## src/rtl/mrb_pkg.sv

```systemverilog
package mrb_pkg;

   typedef enum logic [1:0] {
      K_LOAD   = 2'd0,
      K_STORE  = 2'd1,
      K_ATOMIC = 2'd2,
      K_SYNC   = 2'd3
   } kind_e;

   localparam int N_CLS  = 2;
   localparam int CLS_LD = 0;
   localparam int CLS_ST = 1;

   // loads and returning atomics share the read credit pool
   function automatic logic uses_ld_credit(kind_e k);
      return (k == K_LOAD) || (k == K_ATOMIC);
   endfunction

   function automatic logic uses_st_credit(kind_e k);
      return (k == K_STORE);
   endfunction

   // results that must be written into the register file
   function automatic logic writes_regs(kind_e k);
      return (k == K_LOAD) || (k == K_ATOMIC);
   endfunction

   function automatic logic [N_CLS-1:0] credit_mask(kind_e k);
      logic [N_CLS-1:0] m;
      m = '0;
      m[CLS_LD] = uses_ld_credit(k);
      m[CLS_ST] = uses_st_credit(k);
      return m;
   endfunction

endpackage

```

## src/rtl/mrb_issue_q.sv

```systemverilog
module mrb_issue_q #(
   parameter int DEPTH = 4,
   parameter int W     = 11
) (
   input  logic         clk,
   input  logic         rst,
   input  logic         push,
   input  logic [W-1:0] push_data,
   input  logic         pop,
   output logic         full,
   output logic         empty,
   output logic [W-1:0] head_data
);
   localparam int IDX_W = (DEPTH > 1) ? $clog2(DEPTH) : 1;
   localparam int PTR_W = IDX_W + 1;

   initial begin : chk_params
      assert (DEPTH >= 2 && (DEPTH & (DEPTH - 1)) == 0)
         else $fatal(1, "issue queue depth must be a power of two of at least 2");
      assert (W >= 1) else $fatal(1, "issue queue payload width must be positive");
   end

   logic [W-1:0]     mem [DEPTH];
   logic [PTR_W-1:0] wr_ptr, rd_ptr;
   logic [IDX_W-1:0] wr_idx, rd_idx;

   assign wr_idx = wr_ptr[IDX_W-1:0];
   assign rd_idx = rd_ptr[IDX_W-1:0];

   assign empty     = (wr_ptr == rd_ptr);
   assign full      = (wr_idx == rd_idx) && (wr_ptr[IDX_W] != rd_ptr[IDX_W]);
   assign head_data = mem[rd_idx];

   always_ff @(posedge clk) begin
      if (rst) begin
         wr_ptr <= '0;
         rd_ptr <= '0;
      end else begin
         if (push) wr_ptr <= wr_ptr + PTR_W'(1);
         if (pop)  rd_ptr <= rd_ptr + PTR_W'(1);
      end
   end

   always_ff @(posedge clk) begin
      if (push) mem[wr_idx] <= push_data;
   end

   AST_IQ_NO_OVERFLOW: assert property (@(posedge clk) disable iff (rst)
      push |-> !full);
   AST_IQ_NO_UNDERFLOW: assert property (@(posedge clk) disable iff (rst)
      pop |-> !empty);

endmodule

```

## src/rtl/mrb_inflight.sv

```systemverilog
module mrb_inflight #(
   parameter int CAP = 4
) (
   input  logic clk,
   input  logic rst,
   input  logic inc,
   input  logic dec,
   output logic room
);
   localparam int CW = $clog2(CAP + 1);

   initial begin : chk_params
      assert (CAP >= 1) else $fatal(1, "in-flight cap must be at least 1");
   end

   logic [CW-1:0] cnt;

   assign room = (cnt < CW'(CAP));

   always_ff @(posedge clk) begin
      if (rst) begin
         cnt <= '0;
      end else begin
         unique case ({inc, dec})
            2'b10:   cnt <= cnt + CW'(1);
            2'b01:   cnt <= cnt - CW'(1);
            default: cnt <= cnt;
         endcase
      end
   end

   AST_CNT_WITHIN_CAP: assert property (@(posedge clk) disable iff (rst)
      cnt <= CW'(CAP));
   AST_CNT_NO_UNDERFLOW: assert property (@(posedge clk) disable iff (rst)
      dec |-> (cnt != '0));

endmodule

```

## src/rtl/mrb_order_buf.sv

```systemverilog
module mrb_order_buf #(
   parameter int DEPTH = 8,
   parameter int SEQ_W = 8,
   parameter int KW    = 2
) (
   input  logic             clk,
   input  logic             rst,
   input  logic             alloc,
   input  logic [SEQ_W-1:0] alloc_seq,
   input  logic [KW-1:0]    alloc_kind,
   input  logic             mark,
   input  logic [SEQ_W-1:0] mark_seq,
   output logic             mark_hit,
   input  logic             pop,
   output logic             head_vld,
   output logic             head_done,
   output logic [SEQ_W-1:0] head_seq,
   output logic [KW-1:0]    head_kind,
   output logic             full
);
   localparam int IDX_W = (DEPTH > 1) ? $clog2(DEPTH) : 1;
   localparam int PTR_W = IDX_W + 1;

   initial begin : chk_params
      assert (DEPTH >= 2 && (DEPTH & (DEPTH - 1)) == 0)
         else $fatal(1, "ordered buffer depth must be a power of two of at least 2");
      assert (SEQ_W > IDX_W) else $fatal(1, "tag must be wider than the slot index");
   end

   logic             ent_vld  [DEPTH];
   logic             ent_done [DEPTH];
   logic [SEQ_W-1:0] ent_seq  [DEPTH];
   logic [KW-1:0]    ent_kind [DEPTH];

   logic [PTR_W-1:0] hd_ptr, tl_ptr;
   logic [IDX_W-1:0] hd_idx, tl_idx, mk_idx;

   assign hd_idx = hd_ptr[IDX_W-1:0];
   assign tl_idx = tl_ptr[IDX_W-1:0];
   assign mk_idx = mark_seq[IDX_W-1:0];

   assign full      = (hd_idx == tl_idx) && (hd_ptr[IDX_W] != tl_ptr[IDX_W]);
   assign head_vld  = ent_vld[hd_idx];
   assign head_done = ent_done[hd_idx];
   assign head_seq  = ent_seq[hd_idx];
   assign head_kind = ent_kind[hd_idx];

   // a response hits only a live slot whose stored full tag matches
   assign mark_hit = mark && ent_vld[mk_idx] && (ent_seq[mk_idx] == mark_seq);

   always_ff @(posedge clk) begin
      if (rst) begin
         hd_ptr <= '0;
         tl_ptr <= '0;
      end else begin
         if (alloc) tl_ptr <= tl_ptr + PTR_W'(1);
         if (pop)   hd_ptr <= hd_ptr + PTR_W'(1);
      end
   end

   always_ff @(posedge clk) begin
      for (int i = 0; i < DEPTH; i++) begin
         if (rst) begin
            ent_vld[i]  <= 1'b0;
            ent_done[i] <= 1'b0;
         end else begin
            if (alloc && tl_idx == IDX_W'(i)) begin
               ent_vld[i]  <= 1'b1;
               ent_done[i] <= 1'b0;
            end else if (mark_hit && mk_idx == IDX_W'(i)) begin
               ent_done[i] <= 1'b1;
            end
            if (pop && hd_idx == IDX_W'(i)) ent_vld[i] <= 1'b0;
         end
      end
   end

   always_ff @(posedge clk) begin
      for (int i = 0; i < DEPTH; i++) begin
         if (alloc && tl_idx == IDX_W'(i)) begin
            ent_seq[i]  <= alloc_seq;
            ent_kind[i] <= alloc_kind;
         end
      end
   end

   AST_NO_OVERFLOW: assert property (@(posedge clk) disable iff (rst)
      alloc |-> !full);
   AST_ALLOC_SLOT: assert property (@(posedge clk) disable iff (rst)
      alloc |-> (alloc_seq[IDX_W-1:0] == tl_idx));
   AST_POP_ONLY_DONE: assert property (@(posedge clk) disable iff (rst)
      pop |-> (head_vld && head_done));

endmodule

```

## src/rtl/mem_retire_buf.sv

```systemverilog
module mem_retire_buf
   import mrb_pkg::*;
#(
   parameter int SEQ_W    = 8,
   parameter int IQ_DEPTH = 4,
   parameter int OB_DEPTH = 8,
   parameter int QCAP     = 4
) (
   input  logic             clk,
   input  logic             rst,
   input  logic             req_valid,
   input  logic [1:0]       req_kind,
   input  logic             req_eok,
   output logic             req_ready,
   output logic [SEQ_W-1:0] req_seq,
   output logic             dn_valid,
   input  logic             dn_ready,
   output logic [1:0]       dn_kind,
   output logic [SEQ_W-1:0] dn_seq,
   input  logic             rsp_valid,
   input  logic [SEQ_W-1:0] rsp_seq,
   output logic             rsp_err,
   input  logic             wb_ready,
   input  logic             bus_free,
   output logic             ret_valid,
   output logic [1:0]       ret_kind,
   output logic [SEQ_W-1:0] ret_seq
);
   localparam int KW   = 2;
   localparam int IQ_W = KW + 1 + SEQ_W;

   initial begin : chk_params
      assert (SEQ_W >= 2 && SEQ_W <= 30) else $fatal(1, "tag width out of range");
      assert (OB_DEPTH <= (1 << SEQ_W)) else $fatal(1, "buffer deeper than tag space");
      assert (QCAP >= 1) else $fatal(1, "cap must be at least 1");
   end

   // ---------------- tagging and issue queue ----------------
   logic             iq_push, iq_pop, iq_full, iq_empty;
   logic [IQ_W-1:0]  iq_head;
   logic [SEQ_W-1:0] seq_q;
   kind_e            in_kind;
   logic             in_eok_sync;

   assign in_kind     = kind_e'(req_kind);
   assign in_eok_sync = (in_kind == K_SYNC) && req_eok;
   assign req_ready   = !iq_full;
   assign req_seq     = seq_q;
   assign iq_push     = req_valid && !iq_full;

   always_ff @(posedge clk) begin
      if (rst)                         seq_q <= '0;
      else if (iq_push && !in_eok_sync) seq_q <= seq_q + SEQ_W'(1);
   end

   mrb_issue_q #(.DEPTH(IQ_DEPTH), .W(IQ_W)) u_iq (
      .clk       (clk),
      .rst       (rst),
      .push      (iq_push),
      .push_data ({req_kind, req_eok, seq_q}),
      .pop       (iq_pop),
      .full      (iq_full),
      .empty     (iq_empty),
      .head_data (iq_head)
   );

   // ---------------- dispatch gate ----------------
   kind_e            h_kind;
   logic             h_eok;
   logic [SEQ_W-1:0] h_seq;
   logic             h_eok_sync, h_takes_slot, cap_ok, dn_fire;
   logic [N_CLS-1:0] h_use, r_use, cr_inc, cr_dec, cr_room;
   logic             ob_full;

   assign h_kind       = kind_e'(iq_head[IQ_W-1 -: KW]);
   assign h_eok        = iq_head[SEQ_W];
   assign h_seq        = iq_head[SEQ_W-1:0];
   assign h_eok_sync   = (h_kind == K_SYNC) && h_eok;
   assign h_takes_slot = !h_eok_sync;
   assign h_use        = credit_mask(h_kind);
   assign cap_ok       = ((h_use & ~cr_room) == '0);

   assign dn_valid = !iq_empty && cap_ok && (!h_takes_slot || !ob_full);
   assign dn_kind  = h_kind;
   assign dn_seq   = h_seq;
   assign dn_fire  = dn_valid && dn_ready;
   assign iq_pop   = dn_fire;

   // ---------------- per-class credit counters ----------------
   generate
      for (genvar c = 0; c < N_CLS; c++) begin : g_cls
         assign cr_inc[c] = dn_fire && h_use[c];
         assign cr_dec[c] = ret_valid && r_use[c];
         mrb_inflight #(.CAP(QCAP)) u_cnt (
            .clk  (clk),
            .rst  (rst),
            .inc  (cr_inc[c]),
            .dec  (cr_dec[c]),
            .room (cr_room[c])
         );
      end
   endgenerate

   // ---------------- ordered tracking buffer ----------------
   logic             ob_hit, ob_hd_vld, ob_hd_done;
   logic [SEQ_W-1:0] ob_hd_seq;
   logic [KW-1:0]    ob_hd_kind;
   kind_e            r_kind;

   mrb_order_buf #(.DEPTH(OB_DEPTH), .SEQ_W(SEQ_W), .KW(KW)) u_ob (
      .clk        (clk),
      .rst        (rst),
      .alloc      (dn_fire && h_takes_slot),
      .alloc_seq  (h_seq),
      .alloc_kind (KW'(h_kind)),
      .mark       (rsp_valid),
      .mark_seq   (rsp_seq),
      .mark_hit   (ob_hit),
      .pop        (ret_valid),
      .head_vld   (ob_hd_vld),
      .head_done  (ob_hd_done),
      .head_seq   (ob_hd_seq),
      .head_kind  (ob_hd_kind),
      .full       (ob_full)
   );

   assign rsp_err = rsp_valid && !ob_hit;

   // ---------------- retirement ----------------
   assign r_kind    = kind_e'(ob_hd_kind);
   assign r_use     = credit_mask(r_kind);
   assign ret_valid = ob_hd_vld && ob_hd_done &&
                      (!writes_regs(r_kind) || (wb_ready && bus_free));
   assign ret_kind  = ob_hd_kind;
   assign ret_seq   = ob_hd_seq;

   // ---------------- checks ----------------
   logic             seen_ret;
   logic [SEQ_W-1:0] last_ret;

   always_ff @(posedge clk) begin
      if (rst) begin
         seen_ret <= 1'b0;
         last_ret <= '0;
      end else if (ret_valid) begin
         seen_ret <= 1'b1;
         last_ret <= ret_seq;
      end
   end

   AST_WB_GATE: assert property (@(posedge clk) disable iff (rst)
      (ret_valid && (ret_kind == 2'd0 || ret_kind == 2'd2)) |-> (wb_ready && bus_free));
   AST_RET_IN_SEQ: assert property (@(posedge clk) disable iff (rst)
      (ret_valid && seen_ret) |-> (ret_seq == last_ret + SEQ_W'(1)));
   AST_HEAD_HOLD: assert property (@(posedge clk) disable iff (rst)
      (!iq_empty && !dn_fire) |=> (dn_seq == $past(dn_seq)));

endmodule

```

## config.mk

```make
export PLATFORM = sky130hd
export DESIGN_NAME = mem_retire_buf
export DESIGN_NICKNAME = d
export VERILOG_FILES = /design/src/rtl/mrb_pkg.sv /design/src/rtl/mrb_issue_q.sv /design/src/rtl/mrb_inflight.sv /design/src/rtl/mrb_order_buf.sv /design/src/rtl/mem_retire_buf.sv
export SDC_FILE = /design/constraint.sdc
export NUM_CORES = 1
export LEC_CHECK = 0
export ABC_AREA = 1
export BUFFER_PORTS_ARGS = -buffer_cell sky130_fd_sc_hd__buf_4
export CORE_UTILIZATION = 41
export CTS_CLUSTER_SIZE = 10
export DETAILED_ROUTE_END_ITERATION = 8
export PLACE_DENSITY = 0.59
export SYNTH_ARGS = -nofsm -noshare
export SYNTH_HDL_FRONTEND = slang
export SYNTH_SLANG_ARGS = --single-unit
```

## constraint.sdc

```tcl
create_clock -name clk -period 2.4 [get_ports clk]
set_clock_uncertainty 0.2 [all_clocks]
set_input_delay 0.12 -clock clk [delete_from_list [all_inputs] [get_ports clk]]
set_output_delay 0.12 -clock clk [all_outputs]
set_load 0.02 [all_outputs]
```

==> results.md <==
Clock network:
- The number of H-tree levels is 4.
- In this run, CTS created clock tree buffers numbering 17.
- Clock-pin slew was measured on the worst setup and hold paths at 70 ps.
- The clock passes through at most 2 buffers.
- The tree built by TritonCTS fans out to 173 sinks.
- The CTS tree is yes.
- The tree is rooted in a sky130_fd_sc_hd__clkbuf_16.
- The clock reaches the later pin of the worst-skew pair after 430 ps.

GRT:
- Global routing consumed, over all layers together, 20.1% of the routing resources.
- The initial antenna violation count is 0.
- The number of global-route vias before repair was 6235.
- The global-route congestion overflow total is 0.
- The wire length of the first global-routing pass is 33400 um.
- The largest net degree at the start of global routing is 26.

Placement:
- In this run the cell area measured after placement is 0.00997 mm2.
- The number of placed cells counting well taps is 1320.
- The pre-CTS setup slack is -86.5 ps.
- The half-perimeter wire length of the detailed placement result is 14900 um.
- Routability-driven placement finished with a final weighted congestion of 0.857.
- Input and output buffers added on the ports amount to 49.

Power:
- In this run, flip-flops and latches consume 40.8% of the power.
- The internal power of the cells totals 6.13 mW.
- The power per unit of standard cell area is 811 mW/mm2.
- After layout, the design draws a total of 8.90 mW.
- The worst ir drop on vdd is 0.485 mV.
- Per report_power, the clock group accounts for 31.1% of the total.
- In this run, the combinational gates consume 28.1% of the power.
- In this run the power spent charging and discharging nets is 2.77 mW.
- Net switching is 31.1% of the power.
- The static leakage power is 4.50 nW.

Final layout:
- The post-route non-filler standard cell count is 1372.
- The net total in the final layout is 1129.
- Cells with a size suffix above 1 make up 24.7% of the layout.
- The library cell used most frequently in the layout, excluding fill and tap cells, is sky130_fd_sc_hd__nand2_1.
- Leaving out fill and tap cells, the most frequent cells in the layout are sky130_fd_sc_hd__nand2_1, sky130_fd_sc_hd__edfxtp_1, sky130_fd_sc_hd__buf_4.
- After routing the design area is 0.0110 mm2.
- The count of fill cells added during filler insertion is 1837.
- The synthesis-to-layout area growth is 26.3%.
- The repair_antennas step left the layout with diodes totalling 0.

Floorplan:
- The floorplan step defined a core boundary enclosing 0.0205 mm2.
- In this run the horizontal extent of the chip is 148 um.
- In this run the vertical extent of the chip is 148 um.
- The area enclosed by the die boundary is 0.0218 mm2.
- During I/O placement, the number of pins put on the boundary was 50.
- The floorplan row count is 52.
- Once the floorplan was initialized, standard cells occupied 42.4% of the core.

STA:
- The worst path setup slack after routing is -64.7 ps.
- The worst-margin pin slew is 680 ps.
- The post-route clock period utilization is 103%.
- For the finished layout, the period the worst path requires is 2460 ps.
- The number of pins exceeding their max-slew limit in the final report is 0.
- Measured against its own limit, the worst slew margin works out to 54.6%.
- The accumulated negative setup slack is -105 ps.
- Setup violations remaining at the end of the flow were counted as 2.
- The final count of hold timing violations is 0.
- Setup repair after global routing could not meet its margin everywhere.
- The maximum clock frequency is 0.406 GHz.

Synth:
- During synthesis, Yosys emitted a total of 0 warnings.
- The netlist uses 41 different library cells.
- The synthesized instance count is 952.
- The synthesized design contains 140 enable-type register cells.
- Counting flops and latches in the post-synthesis netlist gives 173.
- The sequential fraction of the synthesis area is 56.0%.
- A synthesized cell averages 9.12 um2.
- The cell area that synthesis handed to floorplanning was 0.00868 mm2.
- The prevailing post-synth register cell is sky130_fd_sc_hd__edfxtp_1.
- The fraction of registers with async set/reset is 0%.
- The number of nets handed over by synthesis was 992.

Setup path:
- The biggest fanout along the worst timing path is 7.
- The worst setup path is launched from a flop.
- STA puts the critical path data arrival time at 2590 ps.
- The cell depth of the worst flop-to-flop path is 19.
- At the worst endpoint, the required time is 2520 ps.
- The type of the worst setup path is flop to flop.
- The worst setup path is captured at a flop.

Routing:
- The per-cell routed wire length is 15.7 um.
- Dividing the detail-routed via count by the number of cells gives 5.03.
- The count of unresolved DRC violations after routing is 0.
- The aggregate routed wire length is 21500 um.
- The first routing iteration left 592 violations.
- For this block, the via count after detailed routing is 6908.
- The count of nets left with antenna violations once routing finished came out at 0.
- The first detailed-routing pass took 5 iterations.

Hold path:
- The startpoint identified for the worst hold timing path is rsp_seq[2].
- The tightest min-delay check is of the input pin to flop type.
- The cell depth of the worst min-delay path is 4.

Run status:
- The flow ran to the end, but the final reports show violations.
- The checks that failed: negative setup slack.

Job:
- The number of maximum-capacitance constraint violations is 0.
==> per-layer routing <==
layer	share of wire, %	global-route usage [%]
met4	2.1	7.11
met5	0	0
met2	47	32.5
met3	5.2	2.75
met1	46	27.6
==> cells in the mapped netlist (5+ instances only) <==
| master | instances | area share (%) |
|---|---|---|
| sky130_fd_sc_hd__nor3_1 | 9 | 0.52 |
| sky130_fd_sc_hd__nor2_4 | 5 | 0.65 |
| sky130_fd_sc_hd__edfxtp_1 | 140 | 48 |
| sky130_fd_sc_hd__inv_1 | 103 | 4.5 |
| sky130_fd_sc_hd__a31oi_1 | 9 | 0.65 |
| sky130_fd_sc_hd__ha_1 | 20 | 2.9 |
| sky130_fd_sc_hd__nor2_1 | 120 | 5.2 |
| sky130_fd_sc_hd__a21oi_1 | 51 | 2.9 |
| sky130_fd_sc_hd__clkbuf_1 | 18 | 0.78 |
| sky130_fd_sc_hd__nand3_1 | 68 | 3.9 |
| sky130_fd_sc_hd__dfxtp_1 | 33 | 7.6 |
| sky130_fd_sc_hd__inv_2 | 6 | 0.26 |
| sky130_fd_sc_hd__buf_2 | 8 | 0.46 |
| sky130_fd_sc_hd__a221oi_1 | 5 | 0.50 |
| sky130_fd_sc_hd__o22ai_1 | 13 | 0.94 |
| sky130_fd_sc_hd__buf_4 | 5 | 0.43 |
| sky130_fd_sc_hd__xnor2_1 | 6 | 0.61 |
| sky130_fd_sc_hd__buf_6 | 6 | 0.78 |
| sky130_fd_sc_hd__o21ai_0 | 92 | 5.3 |
| sky130_fd_sc_hd__nand2_1 | 184 | 8.0 |
| sky130_fd_sc_hd__nand3b_1 | 7 | 0.61 |
==> cells by family (layout without fill, tap and decap cells) <==
kind of cell	count (synthesis)	count (layout)	share of synthesized area [%]
adder cells (fa/ha/maj)	22	22	3.34
AND/OR/NAND/NOR	416	417	21.0
AO/OA/AOI/OAI	181	181	11.3
flip-flops	173	173	56.0
buffers and inverters	150	299	7.34
XOR/XNOR	10	10	1.01
==> path summary, 6_finish.rpt <==
| kind | slack (ps) | end |
|---|---|---|
| max | -60 | g_cls[0].u_cnt.cnt[2] |
| min | 10 | u_ob.ent_done[2] |
| max reg2reg | -60 | g_cls[0].u_cnt.cnt[2] |
| min reg2reg | 250 | g_cls[0].u_cnt.cnt[0] |
==> metrics by stage <==
step / util [%] / hold WS (ps)
3_3_place_gp: 48.6 / 137
3_5_place_dp: 48.6 / 136
6_report: 53.5 / 13.0
5_1_grt: 53.5 / 38.3
2_1_floorplan: - / 18.9
4_1_cts: 52.6 / 1.61
==> sequential cells by signal, indices dropped and copies added (netlist names), named ones only <==
signal / cells
g_cls.u_cnt.cnt: 6
u_iq.mem: 44
u_ob.ent_vld: 8
u_iq.rd_ptr: 3
u_ob.tl_ptr: 4
u_ob.ent_kind: 16
u_ob.hd_ptr: 4
u_iq.wr_ptr: 3
u_ob.ent_done: 8
u_ob.ent_seq: 64
req_seq: 8
==> repair_timing <==
item,CTS,global route
buffers inserted,7,6
hold endpoints to repair,25,0
pin swaps,17,18
endpoints found under the setup margin,19,69
hold buffers,7,0
gates cloned,0,1
resized for setup,29,46
==> final cells by class <==
type                       count  area (um2)  share of cell area, %
clock inverter                 9        97.6                  0.890
inverter                     109         419                   3.82
multi-input combinational    630        3420                   31.2
timing repair buffer         158        1310                   12.0
tap                          270         338                   3.08
clock buffer                  23         500                   4.56
sequential                   173        4880                   44.5
==> worst max-delay path: stages (launching register included) <==
cell	delay [ps]
sky130_fd_sc_hd__dfxtp_4	380
sky130_fd_sc_hd__inv_6	90
sky130_fd_sc_hd__nand2_4	60
sky130_fd_sc_hd__nand2_2	80
sky130_fd_sc_hd__nand2_2	70
sky130_fd_sc_hd__nand2_4	80
sky130_fd_sc_hd__nand2_4	50
sky130_fd_sc_hd__nor2_4	90
sky130_fd_sc_hd__nor2_4	40
sky130_fd_sc_hd__and2_4	140
sky130_fd_sc_hd__nand2_4	60
sky130_fd_sc_hd__inv_4	50
sky130_fd_sc_hd__nand2_4	50
sky130_fd_sc_hd__ha_4	120
sky130_fd_sc_hd__inv_2	40
sky130_fd_sc_hd__fa_2	360
sky130_fd_sc_hd__a21oi_2	160
sky130_fd_sc_hd__o21ai_2	80
sky130_fd_sc_hd__o21ai_1	110
sky130_fd_sc_hd__a21oi_1	50
==> power groups by stage <==
stage	logic (mW)	clock network, mW	registers [mW]
after floorplan	1.34	0	3.67
after global placement	2.26	0	3.68
after detailed placement	2.27	0	3.69
after CTS	2.36	2.82	3.63
after global routing	2.73	2.94	3.65
final	2.50	2.77	3.63
Note: power is estimated with default switching activity, not from simulation.
